**src/rtl/ffvl_pkg.sv**
```systemverilog
package ffvl_pkg;

  // How a single element beat closes (or does not close) the sequence
  typedef enum logic [1:0] {
    END_NONE  = 2'd0,
    END_RAISE = 2'd1,
    END_CUT   = 2'd2,
    END_FULL  = 2'd3
  } ffvl_end_e;

endpackage

```
**src/rtl/ffvl_mode_decode.sv**
```systemverilog
module ffvl_mode_decode #(
  parameter int VLW            = 7,
  parameter bit REFUSE_INDEXED = 1'b0
) (
  input  logic           ff_en,
  input  logic           indexed,
  input  logic           vert_first,
  input  logic           min_mode,
  input  logic [VLW-1:0] req_vl,
  output logic           refuse,
  output logic           strided,
  output logic           ff_act,
  output logic [VLW-1:0] lim
);

  generate
    if (REFUSE_INDEXED) begin : g_refuse_idx
      assign refuse  = ff_en && (vert_first || indexed);
      assign strided = 1'b0;
    end else begin : g_demote_idx
      assign refuse  = ff_en && vert_first;
      assign strided = ff_en && !vert_first && indexed;
    end
  endgenerate

  assign ff_act = ff_en && !refuse;

  always_comb begin
    if (ff_act && min_mode && (req_vl != '0)) lim = VLW'(1);
    else                                      lim = req_vl;
  end

endmodule

```
**src/rtl/ffvl_align_detect.sv**
```systemverilog
module ffvl_align_detect #(
  parameter int AW  = 64,
  parameter int ALW = 7
) (
  input  logic           align_en,
  input  logic [ALW-1:0] align_log2,
  input  logic [AW-1:0]  addr,
  output logic           hit
);

  logic [AW-1:0] mask;

  always_comb begin
    mask = (AW'(1) << align_log2) - AW'(1);
    hit  = align_en && (align_log2 != '0) && ((addr & mask) == '0);
  end

endmodule

```
**src/rtl/ffvl_seq.sv**
```systemverilog
module ffvl_seq
  import ffvl_pkg::*;
#(
  parameter int VLW  = 7,
  parameter int IDXW = 6
) (
  input  logic            clk,
  input  logic            rst,
  input  logic            start,
  input  logic [VLW-1:0]  req_vl,
  input  logic            refuse,
  input  logic            strided_d,
  input  logic            ff_act,
  input  logic [VLW-1:0]  lim,
  input  logic            elem_valid,
  input  logic [IDXW-1:0] elem_idx,
  input  logic            elem_fault,
  input  logic            trunc_req,
  input  logic            align_hit,
  output logic            raise_exc,
  output logic            cancel,
  output logic            done,
  output logic [VLW-1:0]  vl_out,
  output logic            unsupported,
  output logic            strided,
  output logic            ff_q
);

  logic           active;
  logic [VLW-1:0] lim_q;
  logic [VLW-1:0] req_q;
  logic [VLW-1:0] idx_w;
  logic           in_range;
  logic           late;
  ffvl_end_e      ending;

  assign idx_w    = VLW'(elem_idx);
  assign in_range = active && elem_valid && (idx_w < lim_q);
  assign late     = (elem_idx != '0);

  always_comb begin
    ending = END_NONE;
    if (in_range) begin
      if (elem_fault && (!late || !ff_q))
        ending = END_RAISE;
      else if (ff_q && late && (elem_fault || trunc_req || align_hit))
        ending = END_CUT;
      else if (idx_w == lim_q - VLW'(1))
        ending = END_FULL;
    end
  end

  always_ff @(posedge clk) begin
    if (rst) begin
      active      <= 1'b0;
      lim_q       <= '0;
      req_q       <= '0;
      ff_q        <= 1'b0;
      raise_exc   <= 1'b0;
      cancel      <= 1'b0;
      done        <= 1'b0;
      vl_out      <= '0;
      unsupported <= 1'b0;
      strided     <= 1'b0;
    end else begin
      raise_exc   <= 1'b0;
      cancel      <= 1'b0;
      done        <= 1'b0;
      unsupported <= 1'b0;
      if (start) begin
        ff_q    <= ff_act;
        lim_q   <= lim;
        req_q   <= req_vl;
        strided <= strided_d;
        if (refuse) begin
          unsupported <= 1'b1;
          done        <= 1'b1;
          vl_out      <= req_vl;
          active      <= 1'b0;
        end else if (lim == '0) begin
          done   <= 1'b1;
          vl_out <= '0;
          active <= 1'b0;
        end else begin
          active <= 1'b1;
        end
      end else begin
        case (ending)
          END_RAISE: begin
            raise_exc <= 1'b1;
            done      <= 1'b1;
            vl_out    <= req_q;
            active    <= 1'b0;
          end
          END_CUT: begin
            cancel <= 1'b1;
            done   <= 1'b1;
            vl_out <= idx_w;
            active <= 1'b0;
          end
          END_FULL: begin
            done   <= 1'b1;
            vl_out <= lim_q;
            active <= 1'b0;
          end
          default: ;
        endcase
      end
    end
  end

endmodule

```
**src/rtl/ffvl_unit.sv**
```systemverilog
module ffvl_unit #(
  parameter int  VL_MAX         = 64,
  parameter int  AW             = 64,
  parameter bit  REFUSE_INDEXED = 1'b0,
  localparam int VLW            = $clog2(VL_MAX + 1),
  localparam int IDXW           = $clog2(VL_MAX),
  localparam int ALW            = $clog2(AW + 1)
) (
  input  logic            clk,
  input  logic            rst,
  input  logic            start,
  input  logic [VLW-1:0]  req_vl,
  input  logic            ff_en,
  input  logic            indexed,
  input  logic            vert_first,
  input  logic            min_mode,
  input  logic            align_en,
  input  logic [ALW-1:0]  align_log2,
  input  logic            elem_valid,
  input  logic [IDXW-1:0] elem_idx,
  input  logic [AW-1:0]   elem_addr,
  input  logic            elem_fault,
  input  logic            trunc_req,
  output logic            raise_exc,
  output logic            cancel,
  output logic            done,
  output logic [VLW-1:0]  vl_out,
  output logic            unsupported,
  output logic            strided
);

  logic           refuse;
  logic           strided_d;
  logic           ff_act;
  logic [VLW-1:0] lim;
  logic           align_hit;
  logic           ff_q;

  ffvl_mode_decode #(.VLW(VLW), .REFUSE_INDEXED(REFUSE_INDEXED)) u_dec (
    .ff_en      (ff_en),
    .indexed    (indexed),
    .vert_first (vert_first),
    .min_mode   (min_mode),
    .req_vl     (req_vl),
    .refuse     (refuse),
    .strided    (strided_d),
    .ff_act     (ff_act),
    .lim        (lim)
  );

  ffvl_align_detect #(.AW(AW), .ALW(ALW)) u_aln (
    .align_en   (align_en),
    .align_log2 (align_log2),
    .addr       (elem_addr),
    .hit        (align_hit)
  );

  ffvl_seq #(.VLW(VLW), .IDXW(IDXW)) u_seq (
    .clk         (clk),
    .rst         (rst),
    .start       (start),
    .req_vl      (req_vl),
    .refuse      (refuse),
    .strided_d   (strided_d),
    .ff_act      (ff_act),
    .lim         (lim),
    .elem_valid  (elem_valid),
    .elem_idx    (elem_idx),
    .elem_fault  (elem_fault),
    .trunc_req   (trunc_req),
    .align_hit   (align_hit),
    .raise_exc   (raise_exc),
    .cancel      (cancel),
    .done        (done),
    .vl_out      (vl_out),
    .unsupported (unsupported),
    .strided     (strided),
    .ff_q        (ff_q)
  );

endmodule

```
**config.mk**
```make
export PLATFORM = sky130hd
export DESIGN_NAME = ffvl_unit
export DESIGN_NICKNAME = d
export VERILOG_FILES = /design/src/rtl/ffvl_pkg.sv /design/src/rtl/ffvl_mode_decode.sv /design/src/rtl/ffvl_align_detect.sv /design/src/rtl/ffvl_seq.sv /design/src/rtl/ffvl_unit.sv
export SDC_FILE = /design/constraint.sdc
export NUM_CORES = 1
export LEC_CHECK = 0
export ABC_CLOCK_PERIOD_IN_PS = 10260
export BUFFER_PORTS_ARGS = -buffer_cell sky130_fd_sc_hd__buf_4
export CORE_MARGIN = 3
export CORE_UTILIZATION = 40
export DETAILED_ROUTE_END_ITERATION = 8
export RECOVER_POWER = 25
export SYNTH_ARGS = -nofsm -noshare
export SYNTH_HDL_FRONTEND = slang
export SYNTH_SLANG_ARGS = --single-unit
```
**constraint.sdc**
```tcl
create_clock -name clk -period 10.26 [get_ports clk]
set_input_delay 0.513 -clock clk [delete_from_list [all_inputs] [get_ports clk]]
set_output_delay 0.513 -clock clk [all_outputs]
set_load 0.05 [all_outputs]
```
==> summary.md <==
## Run status
* **result of the run** finished, final reports clean

## Worst setup path
* **largest delay contributor family on the critical path** simple AND/OR/NAND/NOR gates
* **Crit-path slowest cell** sky130_fd_sc_hd__nor3_1
* **beginning of the critical path** align_log2[4]
* **critical path cell sequence** buf_4, nor3_1, nand4_1, ha_1, buf_4, inv_1, a21oi_1, a32oi_1, nand4_1, or4_4, nor4_4, a211oi_2, o31ai_4, mux2i_1
* **required arrival time at the worst endpoint** 10.48 ns
* **crit path DAT** 4.80 ns
* **class of the most critical setup path** in -> reg
* **Critical Path Start Type** primary input
* **peak fanout along the critical path** 36
* **Crit path buffers/inverters** 3
* **reg2reg start** u_seq.lim_q[0]
* **Stages on worst setup path** 14
* **Crit Reg-Reg Endpoint** u_seq.vl_out[4]
* **Critical path destination** u_seq.vl_out[4]
* **nature of the critical path endpoint** flop
* **worst stage delay on the critical path** 0.71 ns
* **worst-case reg-to-reg path depth** 11
* **setup slack of the most critical reg-to-reg path** 6.77 ns

## Clock tree
* **CTS H-Tree Depth** 1
* **CTS tree** yes
* **TritonCTS Buffers** 3
* **cell at the root of the clock tree** sky130_fd_sc_hd__clkbuf_8
* **Post CTS Setup Buffer Count** 0
* **clock tree buffer depth** 2
* **number of resized instances in the post-cts repair step** 0
* **clock transition time at the flip-flop clock pins of the worst setup and hold paths** 0.10 ns
* **Hold Buf Count CTS** 0
* **Skew-Pair Late Insertion Delay** 0.28 ns
* **clock sinks** 28

## Placed design
* **global placer's final weighted congestion** 0.945
* **Port Buf Inserts** 106
* **post-detailed-placement cell area** 4600 um2
* **Final HPWL DP** 11900 um

## Global route
* **global-route wire length before repair** 24200 um
* **GRT Total Usage** 0.272
* **pin count of the biggest net entering global routing** 53
* **via count of the first global-routing pass** 4483
* **antenna violations before repair** 0
* **total gr overflow** 0

## Synthesis
* **top-count cell post-synth** sky130_fd_sc_hd__nor2_1
* **count of cell types in the netlist** 83
* **post-synthesis sequential element count** 28
* **most numerous cell types in the synthesized netlist** 56 x sky130_fd_sc_hd__nor2_1, 33 x sky130_fd_sc_hd__a21oi_1, 28 x sky130_fd_sc_hd__dfxtp_1, 28 x sky130_fd_sc_hd__o21ai_0, 27 x sky130_fd_sc_hd__nand2_1
* **cell area after synthesis** 3840 um2
* **top post-synthesis cells by area** sky130_fd_sc_hd__dfxtp_1 15%, sky130_fd_sc_hd__nor2_1 5.5%, sky130_fd_sc_hd__mux2i_1 4.9%
* **Gate Count Post-Synth** 535
* **post-synthesis sequential area ratio** 0.146
* **portion of synthesized cell area occupied by the leading cell type** 0.146
* **Syn Area/Cell** 7.18 um2
* **proportion of synthesized flip-flops having asynchronous set or reset** 0
* **cell taking the most area after synthesis** sky130_fd_sc_hd__dfxtp_1
* **number of warnings reported in the yosys synthesis log** 0
* **number of synthesized flops with an enable pin** 0
* **Main synth FF type** sky130_fd_sc_hd__dfxtp_1
* **Mapped Nets** 638

## Finish
* **area of combinational cells with multiple inputs** 2970 um2
* **share of post-route cells with drive strength above 1** 0.231
* **post-layout net count** 706
* **final instance area** 4670 um2
* **# fillers** 955
* **Area Overhead vs Synth** 21.4%
* **Reg area** 561 um2
* **Antenna Diode Count** 0
* **final core utilization** 0.503

## Timing
* **FMAX** 218 MHz
* **final critical-path required period** 4.59 ns
* **setup repair after global routing missed its margin** no
* **headroom to the max-slew limit** 0.124
* **Clock Skews** 0.0103 ns
* **count of pins over their slew limit** 0
* **Final period util** 0.447
* **tightest hold margin** 0.482 ns
* **final setup vio count** 0
* **Worst-Margin Slew** 1.31 ns
* **final-layout setup total negative slack** 0 ns
* **final count of hold timing violations** 0

## Flow run
* **maximum capacitance violations** 0

## Die
* **Starting Density** 0.414
* **total core area** 9280 um2
* **y dimension of the die** 104 um
* **Cell Rows** 35
* **Die X** 104 um
* **Die Outline Area** 10800 um2
* **total I/O pin count** 107

## Drt
* **detailed-route via count** 4656
* **Detailed Route WL** 15500 um
* **Pre-antenna DRT Iters** 5
* **Iter 0 DRT Violations** 385
* **via density per instance** 6.37
* **DRC** 0
* **antenna violation net count after detailed routing** 0
* **drt wl/cell** 21.2 um

## Power
* **leakage dissipation** 1.79 nW
* **worst voltage drop across the vdd grid** 0.0736 mV
* **power per unit of standard cell area** 78.7 nW/um2

## Worst hold path
* **hold crit path type** reg -> reg

tightest hold or removal path: stages (launching register included):
cell and delay, ns:
sky130_fd_sc_hd__dfxtp_1 0.33, sky130_fd_sc_hd__nand2b_1 0.06, sky130_fd_sc_hd__a21oi_1 0.05
cell type report:
| type | instances | area share |
|---|---|---|
| clock buffer | 3 | 0.00885 |
| clock inverter | 1 | 0.00644 |
| inverter | 21 | 0.0169 |
| multi-input combinational | 439 | 0.637 |
| sequential | 28 | 0.120 |
| tap | 129 | 0.0346 |
| timing repair buffer | 110 | 0.176 |
how the worst min path moves through the flow:
stage / start / to / slack, ns / cells past startpoint
after floorplan: u_seq.req_q[5] / u_seq.req_q[5] / 0.46 / 2
after detailed placement: u_seq.strided / u_seq.strided / 0.46 / 2
after CTS: u_seq.strided / u_seq.strided / 0.48 / 2
after global routing: req_vl[3] / u_seq.lim_q[3] / 0.50 / 2
final: u_seq.strided / u_seq.strided / 0.48 / 2
after global placement: u_seq.strided / u_seq.strided / 0.46 / 2
stage by stage:
stage,setup WS [ns],total power (W),std cells
4_1_cts,5.76,0.000366,731
6_report,5.67,0.000367,731
2_1_floorplan,5.86,0.000218,535
5_1_grt,5.46,0.000385,731
3_3_place_gp,5.57,0.000278,727
3_5_place_dp,5.48,0.000279,727
sequential cells by signal (all words and copies together), names as in the netlist:
signal / count
u_seq.vl_out: 7
u_seq.active: 1
u_seq.cancel: 1
u_seq.unsupported: 1
u_seq.req_q: 7
u_seq.done: 1
u_seq.ff_q: 1
u_seq.raise_exc: 1
u_seq.strided: 1
u_seq.lim_q: 7
where the power goes:
part | switching (W) | internal, W | total (W)
clock network | 0.0000361 | 0.0000523 | 0.0000884
registers | 0.00000606 | 0.000115 | 0.000121
logic | 0.0000915 | 0.0000668 | 0.000158
total | 0.000134 | 0.000234 | 0.000367
layout by cell type, fill, tap and decap left out, drive strengths merged, types with 4 or more instances in the layout:
master,count
nand3,20
o311ai,4
a311oi,4
nand2b,14
clkbuf,4
buf,109
or3,6
nand2,27
nor4,12
nor3,13
o41ai,8
nor3b,4
xnor2,8
a22o,5
nand4,11
a32o,4
a211oi,6
ha,8
o21ai,29
or4,8
o21a,6
nor2b,16
nor4b,5
inv,20
nor2,56
a21oi,33
a21o,7
o2111ai,9
mux2i,19
a31oi,13
and2,7
or2,8
o211ai,5
dfxtp,28
layer usage:
| metal | global-route usage | vias up | wire, um |
|---|---|---|---|
| li1 | - | 2182 | - |
| met1 | 0.323 | 2166 | 6040 |
| met2 | 0.476 | 249 | 7550 |
| met3 | 0.0379 | 59 | 1090 |
| met4 | 0.139 | 0 | 812 |
| met5 | 0 | - | 0 |
logic make-up (layout without fill, tap and decap cells):
family	after synthesis	count (layout)	synth area share
AOI/OAI and AO/OA	178	178	0.347
xor gates and xnor gates	11	11	0.0251
adders and majority gates	10	10	0.0316
buffers and inverters	68	135	0.0821
DFF	28	28	0.146
muxes	19	19	0.0495
and+or+nand+nor	221	221	0.319
Power figures use the tool's default switching activity.
